$ cat config.mk
export PLATFORM = sky130hd
export DESIGN_NAME = burst_sram_ctrl
export DESIGN_NICKNAME = d
export VERILOG_FILES = /design/src/rtl/bsram_pkg.sv /design/src/rtl/bsram_burst_ctr.sv /design/src/rtl/bsram_array.sv /design/src/rtl/bsram_out.sv /design/src/rtl/burst_sram_ctrl.sv
export SDC_FILE = /design/constraint.sdc
export NUM_CORES = 2
export LEC_CHECK = 0
export BUFFER_PORTS_ARGS = -buffer_cell sky130_fd_sc_hd__buf_2
export CELL_PAD_IN_SITES_DETAIL_PLACEMENT = 0
export CELL_PAD_IN_SITES_GLOBAL_PLACEMENT = 1
export CORE_MARGIN = 3
export CORE_UTILIZATION = 40
export CTS_BUF_LIST = sky130_fd_sc_hd__clkbuf_8
export DETAILED_ROUTE_END_ITERATION = 10
export HOLD_SLACK_MARGIN = 0.03
export PLACE_DENSITY_LB_ADDON = 0.1
export SYNTH_ARGS = -nofsm -noshare
export SYNTH_HDL_FRONTEND = slang
export SYNTH_SLANG_ARGS = --single-unit
$ cat constraint.sdc
create_clock -name clk -period 3.4 [get_ports clk]
set_input_delay 0.17 -clock clk [delete_from_list [all_inputs] [get_ports clk]]
set_output_delay 0.17 -clock clk [all_outputs]
set_load 0.02 [all_outputs]
$ cat src/rtl/bsram_pkg.sv
package bsram_pkg;

    localparam int BURST_W = 2;

    typedef enum logic [1:0] {
        SRC_NONE = 2'd0,
        SRC_CPU  = 2'd1,
        SRC_CTL  = 2'd2
    } load_src_e;

    typedef struct packed {
        logic valid;
        logic first;
    } rd_flags_t;

    function automatic logic [BURST_W-1:0] burst_lo(
        input logic [BURST_W-1:0] start,
        input logic [BURST_W-1:0] step,
        input logic               ileave
    );
        return ileave ? (start ^ step) : (start + step);
    endfunction

    function automatic logic chip_on(input logic e1_n, input logic e2, input logic e3_n);
        return !e1_n && e2 && !e3_n;
    endfunction

endpackage

$ cat src/rtl/bsram_burst_ctr.sv
module bsram_burst_ctr
    import bsram_pkg::*;
#(
    parameter int ADDR_W = 6
) (
    input  logic              clk,
    input  logic              rst,
    input  logic              sleep,
    input  logic [ADDR_W-1:0] addr,
    input  logic              strobe_cpu_n,
    input  logic              strobe_ctl_n,
    input  logic              adv_n,
    input  logic              sel1_n,
    input  logic              sel2,
    input  logic              sel3_n,
    input  logic              order_ileave,
    output load_src_e         src,
    output logic [ADDR_W-1:0] eff_addr,
    output logic              sel_now,
    output logic              sel_next
);

    logic [ADDR_W-1:0]  start_q;
    logic [BURST_W-1:0] step_q;
    logic [BURST_W-1:0] step_nx;
    logic [ADDR_W-1:0]  cur_q;
    logic               sel_q;
    logic               is_load;

    always_comb begin
        if (!strobe_cpu_n && !sel1_n)
            src = SRC_CPU;
        else if (!strobe_ctl_n)
            src = SRC_CTL;
        else
            src = SRC_NONE;
    end

    assign is_load  = (src != SRC_NONE);
    assign step_nx  = (sel_q && !adv_n) ? step_q + 1'b1 : step_q;
    assign sel_next = is_load ? chip_on(sel1_n, sel2, sel3_n) : sel_q;
    assign sel_now  = sel_q;

    always_comb begin
        if (is_load)
            eff_addr = addr;
        else
            eff_addr = {start_q[ADDR_W-1:BURST_W],
                        burst_lo(start_q[BURST_W-1:0], step_nx, order_ileave)};
    end

    always_ff @(posedge clk) begin
        if (rst) begin
            sel_q   <= 1'b0;
            start_q <= '0;
            step_q  <= '0;
            cur_q   <= '0;
        end else if (!sleep) begin
            sel_q <= sel_next;
            cur_q <= eff_addr;
            if (is_load) begin
                start_q <= addr;
                step_q  <= '0;
            end else begin
                step_q  <= step_nx;
            end
        end
    end

    // a linear advance moves the low bits up by one
    a_r5_linear_step: assert property (@(posedge clk) disable iff (rst)
        (sel_q && !sleep && strobe_cpu_n && strobe_ctl_n && !adv_n && !order_ileave)
        |=> (cur_q[BURST_W-1:0] == $past(cur_q[BURST_W-1:0]) + 2'd1)
            && (cur_q[ADDR_W-1:BURST_W] == $past(cur_q[ADDR_W-1:BURST_W])));

    // sleep freezes the control state
    a_r11_sleep_freeze: assert property (@(posedge clk) disable iff (rst)
        sleep |=> $stable(sel_q) && $stable(cur_q) && $stable(step_q) && $stable(start_q));

endmodule

$ cat src/rtl/bsram_array.sv
module bsram_array #(
    parameter int ADDR_W = 6,
    parameter int LANES  = 4,
    parameter int LANE_W = 9
) (
    input  logic                    clk,
    input  logic                    wr_en,
    input  logic [LANES-1:0]        lane_we,
    input  logic                    rd_en,
    input  logic [ADDR_W-1:0]       addr,
    input  logic [LANES*LANE_W-1:0] wdata,
    output logic [LANES*LANE_W-1:0] rdata
);

    localparam int DEPTH = 1 << ADDR_W;

    for (genvar g = 0; g < LANES; g++) begin : g_lane
        logic [LANE_W-1:0] mem [DEPTH];

        always_ff @(posedge clk) begin
            if (wr_en && lane_we[g])
                mem[addr] <= wdata[g*LANE_W +: LANE_W];
            if (rd_en)
                rdata[g*LANE_W +: LANE_W] <= mem[addr];
        end
    end

endmodule

$ cat src/rtl/bsram_out.sv
module bsram_out
    import bsram_pkg::*;
#(
    parameter int DATA_W = 36
) (
    input  logic              clk,
    input  logic              rst,
    input  logic              sleep,
    input  rd_flags_t         flags_d,
    input  logic              oe_n,
    input  logic [DATA_W-1:0] data_q,
    output logic              rdata_en,
    output logic [DATA_W-1:0] rdata
);

    rd_flags_t flags_q;

    always_ff @(posedge clk) begin
        if (rst)
            flags_q <= '0;
        else if (sleep)
            flags_q <= '0;
        else
            flags_q <= flags_d;
    end

    assign rdata_en = !oe_n && flags_q.valid && !flags_q.first;
    assign rdata    = rdata_en ? data_q : '0;

endmodule

$ cat src/rtl/burst_sram_ctrl.sv
module burst_sram_ctrl
    import bsram_pkg::*;
#(
    parameter int ADDR_W = 6,
    parameter int LANES  = 4,
    parameter int LANE_W = 9
) (
    input  logic                    clk,
    input  logic                    rst,
    input  logic [ADDR_W-1:0]       addr,
    input  logic                    strobe_cpu_n,
    input  logic                    strobe_ctl_n,
    input  logic                    adv_n,
    input  logic                    sel1_n,
    input  logic                    sel2,
    input  logic                    sel3_n,
    input  logic                    wr_all_n,
    input  logic                    wr_byte_en_n,
    input  logic [LANES-1:0]        lane_sel_n,
    input  logic [LANES*LANE_W-1:0] wdata,
    input  logic                    oe_n,
    input  logic                    sleep,
    input  logic                    order_ileave,
    output logic [LANES*LANE_W-1:0] rdata,
    output logic                    rdata_en
);

    localparam int DATA_W = LANES * LANE_W;

    load_src_e         src;
    logic [ADDR_W-1:0] eff_addr;
    logic              sel_now;
    logic              sel_next;
    logic [LANES-1:0]  lane_we;
    logic              wr_en;
    rd_flags_t         flags_d;
    logic [DATA_W-1:0] arr_q;

    bsram_burst_ctr #(.ADDR_W(ADDR_W)) u_ctr (
        .clk          (clk),
        .rst          (rst),
        .sleep        (sleep),
        .addr         (addr),
        .strobe_cpu_n (strobe_cpu_n),
        .strobe_ctl_n (strobe_ctl_n),
        .adv_n        (adv_n),
        .sel1_n       (sel1_n),
        .sel2         (sel2),
        .sel3_n       (sel3_n),
        .order_ileave (order_ileave),
        .src          (src),
        .eff_addr     (eff_addr),
        .sel_now      (sel_now),
        .sel_next     (sel_next)
    );

    for (genvar g = 0; g < LANES; g++) begin : g_we
        assign lane_we[g] = !wr_all_n || (!wr_byte_en_n && !lane_sel_n[g]);
    end

    assign wr_en = !sleep && sel_next && (src != SRC_CPU) && (|lane_we);

    always_comb begin
        flags_d.valid = sel_next && !wr_en;
        flags_d.first = sel_next && !wr_en && !sel_now;
    end

    bsram_array #(.ADDR_W(ADDR_W), .LANES(LANES), .LANE_W(LANE_W)) u_arr (
        .clk     (clk),
        .wr_en   (wr_en),
        .lane_we (lane_we),
        .rd_en   (!sleep),
        .addr    (eff_addr),
        .wdata   (wdata),
        .rdata   (arr_q)
    );

    bsram_out #(.DATA_W(DATA_W)) u_out (
        .clk      (clk),
        .rst      (rst),
        .sleep    (sleep),
        .flags_d  (flags_d),
        .oe_n     (oe_n),
        .data_q   (arr_q),
        .rdata_en (rdata_en),
        .rdata    (rdata)
    );

    // an accepted processor strobe never writes
    a_r3_cpu_no_write: assert property (@(posedge clk) disable iff (rst)
        (!strobe_cpu_n && !sel1_n) |-> !wr_en);

    // a deselected device with no new load never writes
    a_r4_desel_quiet: assert property (@(posedge clk) disable iff (rst)
        (!sel_now && strobe_ctl_n && (strobe_cpu_n || sel1_n)) |-> !wr_en);

    // the first read after deselect is not driven
    a_r10_first_masked: assert property (@(posedge clk) disable iff (rst)
        (!sel_now && !sleep && (src != SRC_NONE) && sel_next && !wr_en) |=> !rdata_en);

endmodule

# ---- Word-level counts from Yosys, hierarchy flattened
# Memory sizes are Yosys's and may differ from the RTL's. A register that Yosys moved wholly into a read port is not among the register bits.
# Cells that the tools add are included.
dict set report totals {
  reg_bits 11
  mem_bits_rw 2304
  inputBits 59
  out_inout_bits 37
  elab_cells 76
  memories 4
}
dict set report op_classes {
  n_addsub 2
  n_eq_ne 1
  mux 16
  n_bitwise 2
  reduce_logical 46
}
# memory depth width rd rd_clocked_by_memory_dff wr line
set memory_table {}
lappend memory_table {{u_arr.g_lane[0].mem} 64 9 1 1 1 bsram_array.sv:18} ;# logic [LANE_W-1:0] mem [DEPTH];
lappend memory_table {{u_arr.g_lane[1].mem} 64 9 1 1 1 bsram_array.sv:18}
lappend memory_table {{u_arr.g_lane[2].mem} 64 9 1 1 1 bsram_array.sv:18}
lappend memory_table {{u_arr.g_lane[3].mem} 64 9 1 1 1 bsram_array.sv:18}
# op n
set op_table {}
lappend op_table {{$mux 36} 1}
lappend op_table {{$logic_and 1x1->1} 19}
lappend op_table {{$logic_not 1->1} 19}
lappend op_table {{$mux 2} 5}
lappend op_table {{$mux 1} 9}
lappend op_table {{$mux 6} 1}
lappend op_table {{$logic_or 1x1->1} 4}
lappend op_table {{$reduce_or 4->1} 1}
lappend op_table {{$add 2x1->2 const B} 1}
lappend op_table {{$add 2x2->2} 1}
lappend op_table {{$ne 2x1->1 const B} 1}
lappend op_table {{$reduce_and 2->1} 1}
lappend op_table {{$reduce_bool 2->1} 1}
lappend op_table {{$reduce_or 2->1} 1}
lappend op_table {{$xor 2x2->2} 1}
lappend op_table {{$not 1->1} 1}

# ---- Logic depth before layout (Yosys ltp)
dict set report logic_depth {
  depth_word 11
  depth_mapped 15
  depth_no_buf 10
}

# ---- Modules after synthesis
# A second synthesis with hierarchy kept.
dict set report hier_totals {
  cells_unflattened 5357
  hier_area_um2 90663.2
}
# mod instances cells_per_inst area_per_inst_um2 seq_area_each_um2
set by_module_without_submodules {}
lappend by_module_without_submodules {bsram_array 1 5244 89567.2 70267.4}
lappend by_module_without_submodules {bsram_out 1 50 519.2 40.0}
lappend by_module_without_submodules {bsram_burst_ctr 1 52 504.2 180.2}
lappend by_module_without_submodules {burst_sram_ctrl 1 11 72.6 0.0}

# ---- Worst setup path before layout
# Ideal clock, no wire load.
dict set report synth_path {
  path_type {flip-flop to flip-flop}
  start {register u_ctr.sel_q (netlist: u_ctr.sel_now)}
  end {memory u_arr.g_lane[0].mem[53][0] (enable)}
  setup_ns 0.387
  arrival_time_ns 3.075
  required_time_ns 3.013
  path_slack_ns -0.062
  stages_incl_launch_ff 11
  path_buffers 2
  period_less_slack_ns 3.462
  path_cell_list {dfxtp_1 nand2b_1 xnor2_1 ha_1 and2b_1 xor3_1 o21ai_4 clkbuf_1 clkbuf_1 nand2_1 nor3_1}
}
dict set report synth_between {
  elab_chain_cells 7
  elab_cells_between_ends 13
}
# element line
set synth_lines {}
lappend synth_lines {{from (decl)} bsram_burst_ctr.sv:27} ;# logic sel_q;
lappend synth_lines {{from (signal assigned)} bsram_burst_ctr.sv:59} ;# sel_q <= sel_next;
lappend synth_lines {{branches (longest 7 deep; another with $add 2x2->2)} -}
lappend synth_lines {{to (decl)} bsram_array.sv:18}
# Parallel ways; which one is timed is not known.

# ---- Worst setup path in the final report
dict set report layout_path {
  start {register u_ctr.sel_q (netlist: u_ctr.sel_now)}
  end {register u_arr.rdata[32] (read register of u_arr.g_lane[3].mem), data pin}
}
dict set report layout_between {
  elab_chain_cells 5
  elab_cells_between_ends 6
}
# element line
set layout_lines {}
lappend layout_lines {{$logic_and 1x1->1 (*)} bsram_burst_ctr.sv:40} ;# assign step_nx = (sel_q && !adv_n) ? step_q + 1'b1 : step_q;
lappend layout_lines {{$mux 2 (*)} bsram_burst_ctr.sv:40}
lappend layout_lines {{$add 2x2->2 / $xor 2x2->2 (equally long branches)} bsram_pkg.sv:21} ;# return ileave ? (start ^ step) : (start + step);
lappend layout_lines {{$mux 2 (*)} bsram_pkg.sv:21}
lappend layout_lines {{$mux 6 (*)} bsram_burst_ctr.sv:45} ;# if (is_load)
lappend layout_lines {{to (decl)} bsram_array.sv:12} ;# output logic [LANES*LANE_W-1:0] rdata
# Every way passes the cells marked *; elsewhere a longest branch is shown, timed or not.
# A chain may end at the register's enable or synchronous reset.

==> flow_metrics.py <==
metrics = {
    "logic_synthesis": {
        "synth.top_cell.area_share_pct": 75.87,
        "synth_edf_count": 2340,
        "synth_nets": 5927,
        "yosysSeqAreaShare_pct": 76.11,
        "ys_async_sr_fraction_pct": 0,
        "avgSynthCellArea_um2": 15.78,
        "ys.flop_type": "edfxtp_1",
        "yosys-top-cells-area": "edfxtp_1 76%, mux2i_1 8.6%, nand2_1 2.9%",
        "netlist_area_um2": 92610,
        "postSynthCellCount": 5867,
        "synth_warnings": 0,
        "yosys.cell_types.count": 67,
        "ys_seq_elements": 2351,
        "synth_area_leader_cell": "edfxtp_1",
    },
    "clocking": {
        "cts_buffers": 412,
        "clock-sinks": 2351,
        "clk_pin_slew_ns": 0.06,
        "h-tree-depth": 5,
        "cts-root-buf": "clkbuf_8",
        "cts_max_path_buffers": 4,
        "clock_latency_ns": 1.08,
        "cts_tree": "done",
    },
    "detailed_routing": {
        "dr.pass1.iters": 8,
        "drtAntennaViolNets": 0,
        "num_vias": 58940,
        "wire_per_inst_um": 31.66,
        "drcViolationCount": 0,
        "wl_mm": 330.8,
        "viasPerCell": 5.641,
        "drtIter0Drc": 6527,
    },
    "final_layout": {
        "final_nets": 7168,
        "final_common_cell": "edfxtp_1",
        "drive_gt1_share_pct": 25.96,
        "syn_to_final_growth_pct": 25.94,
        "finish.instance_area_um2": 116600,
        "fill_cells": 19440,
        "regArea_um2": 70490,
        "layout.cells.most_common_list": "2340 x edfxtp_1, 749 x mux2i_1, 712 x nand2_1",
        "multiInputGateArea_um2": 22310,
    },
    "global_routing": {
        "grt_max_degree": 65,
        "antenna_found_initial": 16,
        "grt_util_all_layers_pct": 27.20,
        "grt_overflow": 0,
        "grt_pass1_wl_mm": 454.7,
        "grt_pass1_vias": 58240,
    },
    "die": {
        "fp-row-count": 176,
        "start_util_pct": 40.24,
        "core_um2": 230100,
        "num_io_pins": 96,
        "die_x_um": 487.2,
        "design.die.area_um2": 237300,
        "die_height_um": 487.2,
    },
    "sta": {
        "setup_ws_ns": -0.07989,
        "setup_viol": 11,
        "rsz0062_at_grt": "true",
        "period_needed_ns": 3.480,
        "worst_slew_pin_slew_ns": 1.288,
        "finClkSkew_ns": 0.07368,
        "hold_viol_final": 0,
        "slew_headroom_pct": 14.12,
        "post-route-period-util_pct": 102.3,
        "final_max_slew_viol_count": 0,
        "holdWs_ns": 0.1386,
        "fmax_ghz": 0.2874,
    },
    "setup_path": {
        "rr_worst_depth": 14,
        "critPathKind": "reg -> reg",
        "startpoint_type": "flip-flop",
        "cp_max_fo": 9,
        "r2r_slack_ns": -0.08,
        "cp.arrival_ns": 4.28,
        "r2r-start": "u_ctr.sel_now$_SDFFE_PP0N_",
        "end_kind": "flip-flop",
        "timing.rr.end": "u_arr.rdata[32]$_DFFE_PN_",
        "worstPathRequired_ns": 4.20,
    },
    "min_path": {
        "hold_end": "u_arr.g_lane[2].mem[61][5]$_DFFE_PP_",
        "hp-start": "lane_sel_n[2]",
        "min_path_cells": 5,
        "hold_class": "in -> reg",
    },
    "status": {
        "violations": "setup timing",
        "status": "finished with violations",
    },
    "pwr": {
        "leakagePower_nw": 41.73,
        "power_density_nw_per_um2": 527.9,
        "peakVddDrop_v": 0.0003465,
    },
    "place": {
        "gp_congestion": 0.8633,
        "port_buffers": 95,
        "dp_hpwl_mm": 218.3,
        "place_area_um2": 105000,
    },
    "flow_run": {
        "drv_cap": 0,
    },
}
==> flip-flops by register name (all words and copies together) (netlist names) <==
signal / count
u_ctr.sel_now: 1
u_out.flags_q: 2
u_ctr.step_q: 2
u_arr.g_lane.mem: 2304
u_arr.rdata: 36
u_ctr.start_q: 6
==> power breakdown <==
group | leakage, nW | internal (W) | switching [W]
Clock | 4.18 | 0.0122 | 0.0115
Sequential | 21.1 | 0.0320 | 0.000164
Combinational | 16.4 | 0.00231 | 0.00341
Total | 41.7 | 0.0465 | 0.0150
==> repair_timing <==
item | in CTS | in global routing
setup buffers | 52 | 25
endpoints found under the setup margin | 1040 | 357
hold endpoints to repair | 2128 | 0
pin swaps | 38 | 119
cloned | 13 | 17
resized for setup | 236 | 239
hold buffers | 80 | 0
==> Yosys cell counts (3+ instances only) <==
cell	count
and3_1	76
mux2i_1	792
mux4_2	7
dfxtp_1	11
edfxtp_1	2340
a2111oi_0	12
buf_4	13
a31oi_1	19
nand2_1	717
o22ai_1	361
o211ai_1	39
a21oi_1	156
nor2_1	244
buf_2	143
nand4_1	43
nor3b_1	8
a311oi_1	13
and4_1	20
buf_6	4
a22oi_1	97
nor2b_1	6
o21a_1	21
a222oi_1	8
o32ai_1	9
nor4_1	51
a32oi_1	3
a211oi_1	27
nand3b_1	4
or4_1	4
buf_1	43
o31ai_1	4
a21o_1	3
clkbuf_1	171
nor3_1	44
o21ai_0	28
nand3_1	215
a221oi_1	7
and2_1	44
nand2b_1	6
mux2_2	17
or3_1	4
==> area by class of cell <==
cell class              instances  area share [%]
flip-flops and latches       2351           60.44
multi-input cells            3140           19.13
repair buffers               1201           10.92
clock buffers                 421           4.968
well taps                    3026           3.246
clock inverters               299           1.279
diodes                          8         0.01716
inverters                       2        0.006437
==> per-layer routing <==
layer	up-vias	wire length [um]	GRT usage, %	part of all wire, %
met5	-	49	0	0.015
met4	8	10120	8.622	3.1
met3	475	21320	4.330	6.4
met2	2319	155200	43.46	47
met1	30630	144000	38.19	44
li1	25500	-	-	-
==> through the flow <==
step / total power (W) / utilization, % / std cells / setup TNS, ns / worst slack (ns)
global placement: 0.03760 / 45.60 / 9541 / -108.50 / -1.097
detailed placement: 0.03762 / 45.61 / 9542 / -94.55 / -0.7251
CTS: 0.06177 / 49.98 / 10410 / -0.5560 / -0.09651
floorplan: 0.03478 / - / 5867 / -6.068 / -0.06188
global route: 0.06361 / 50.68 / 10440 / -1.645 / -0.1400
finish: 0.06157 / 50.68 / 10450 / -0.4348 / -0.07989
==> logic make-up after synthesis <==
family          Yosys count  share of synthesized area [%]
fa+ha+maj                 1                        0.01351
simple gates           1492                          7.228
compound gates          825                          5.812
buf+inv                 376                          1.802
xor+xnor                  5                        0.07836
mux                     817                          8.953
flops                  2351                          76.11
==> worst max-delay path by stage <==
stage,start,slack (ns),endpoint
floorplan,u_ctr.sel_now$_SDFFE_PP0N_,-0.06,u_arr.g_lane[0].mem[53][0]$_DFFE_PP_
global placement,adv_n,-1.10,u_arr.rdata[34]$_DFFE_PN_
detailed placement,adv_n,-0.73,u_arr.rdata[31]$_DFFE_PN_
CTS,u_ctr.sel_now$_SDFFE_PP0N_,-0.1,u_arr.rdata[32]$_DFFE_PN_
global route,u_ctr.sel_now$_SDFFE_PP0N_,-0.14,u_arr.rdata[26]$_DFFE_PN_
finish,u_ctr.sel_now$_SDFFE_PP0N_,-0.08,u_arr.rdata[32]$_DFFE_PN_
==> critical path: stages (launching register included) <==
cell	delay [ns]
dfxtp_2	0.35
nand2b_4	0.08
xnor2_4	0.14
ha_4	0.16
and2b_2	0.21
xnor3_2	0.31
buf_6	0.16
a21boi_4	0.20
buf_12	0.19
buf_16	0.17
buf_12	0.16
o22ai_1	0.07
a22oi_1	0.22
nand4_1	0.23
or4b_1	0.54
(Power assumes the default switching activity.)
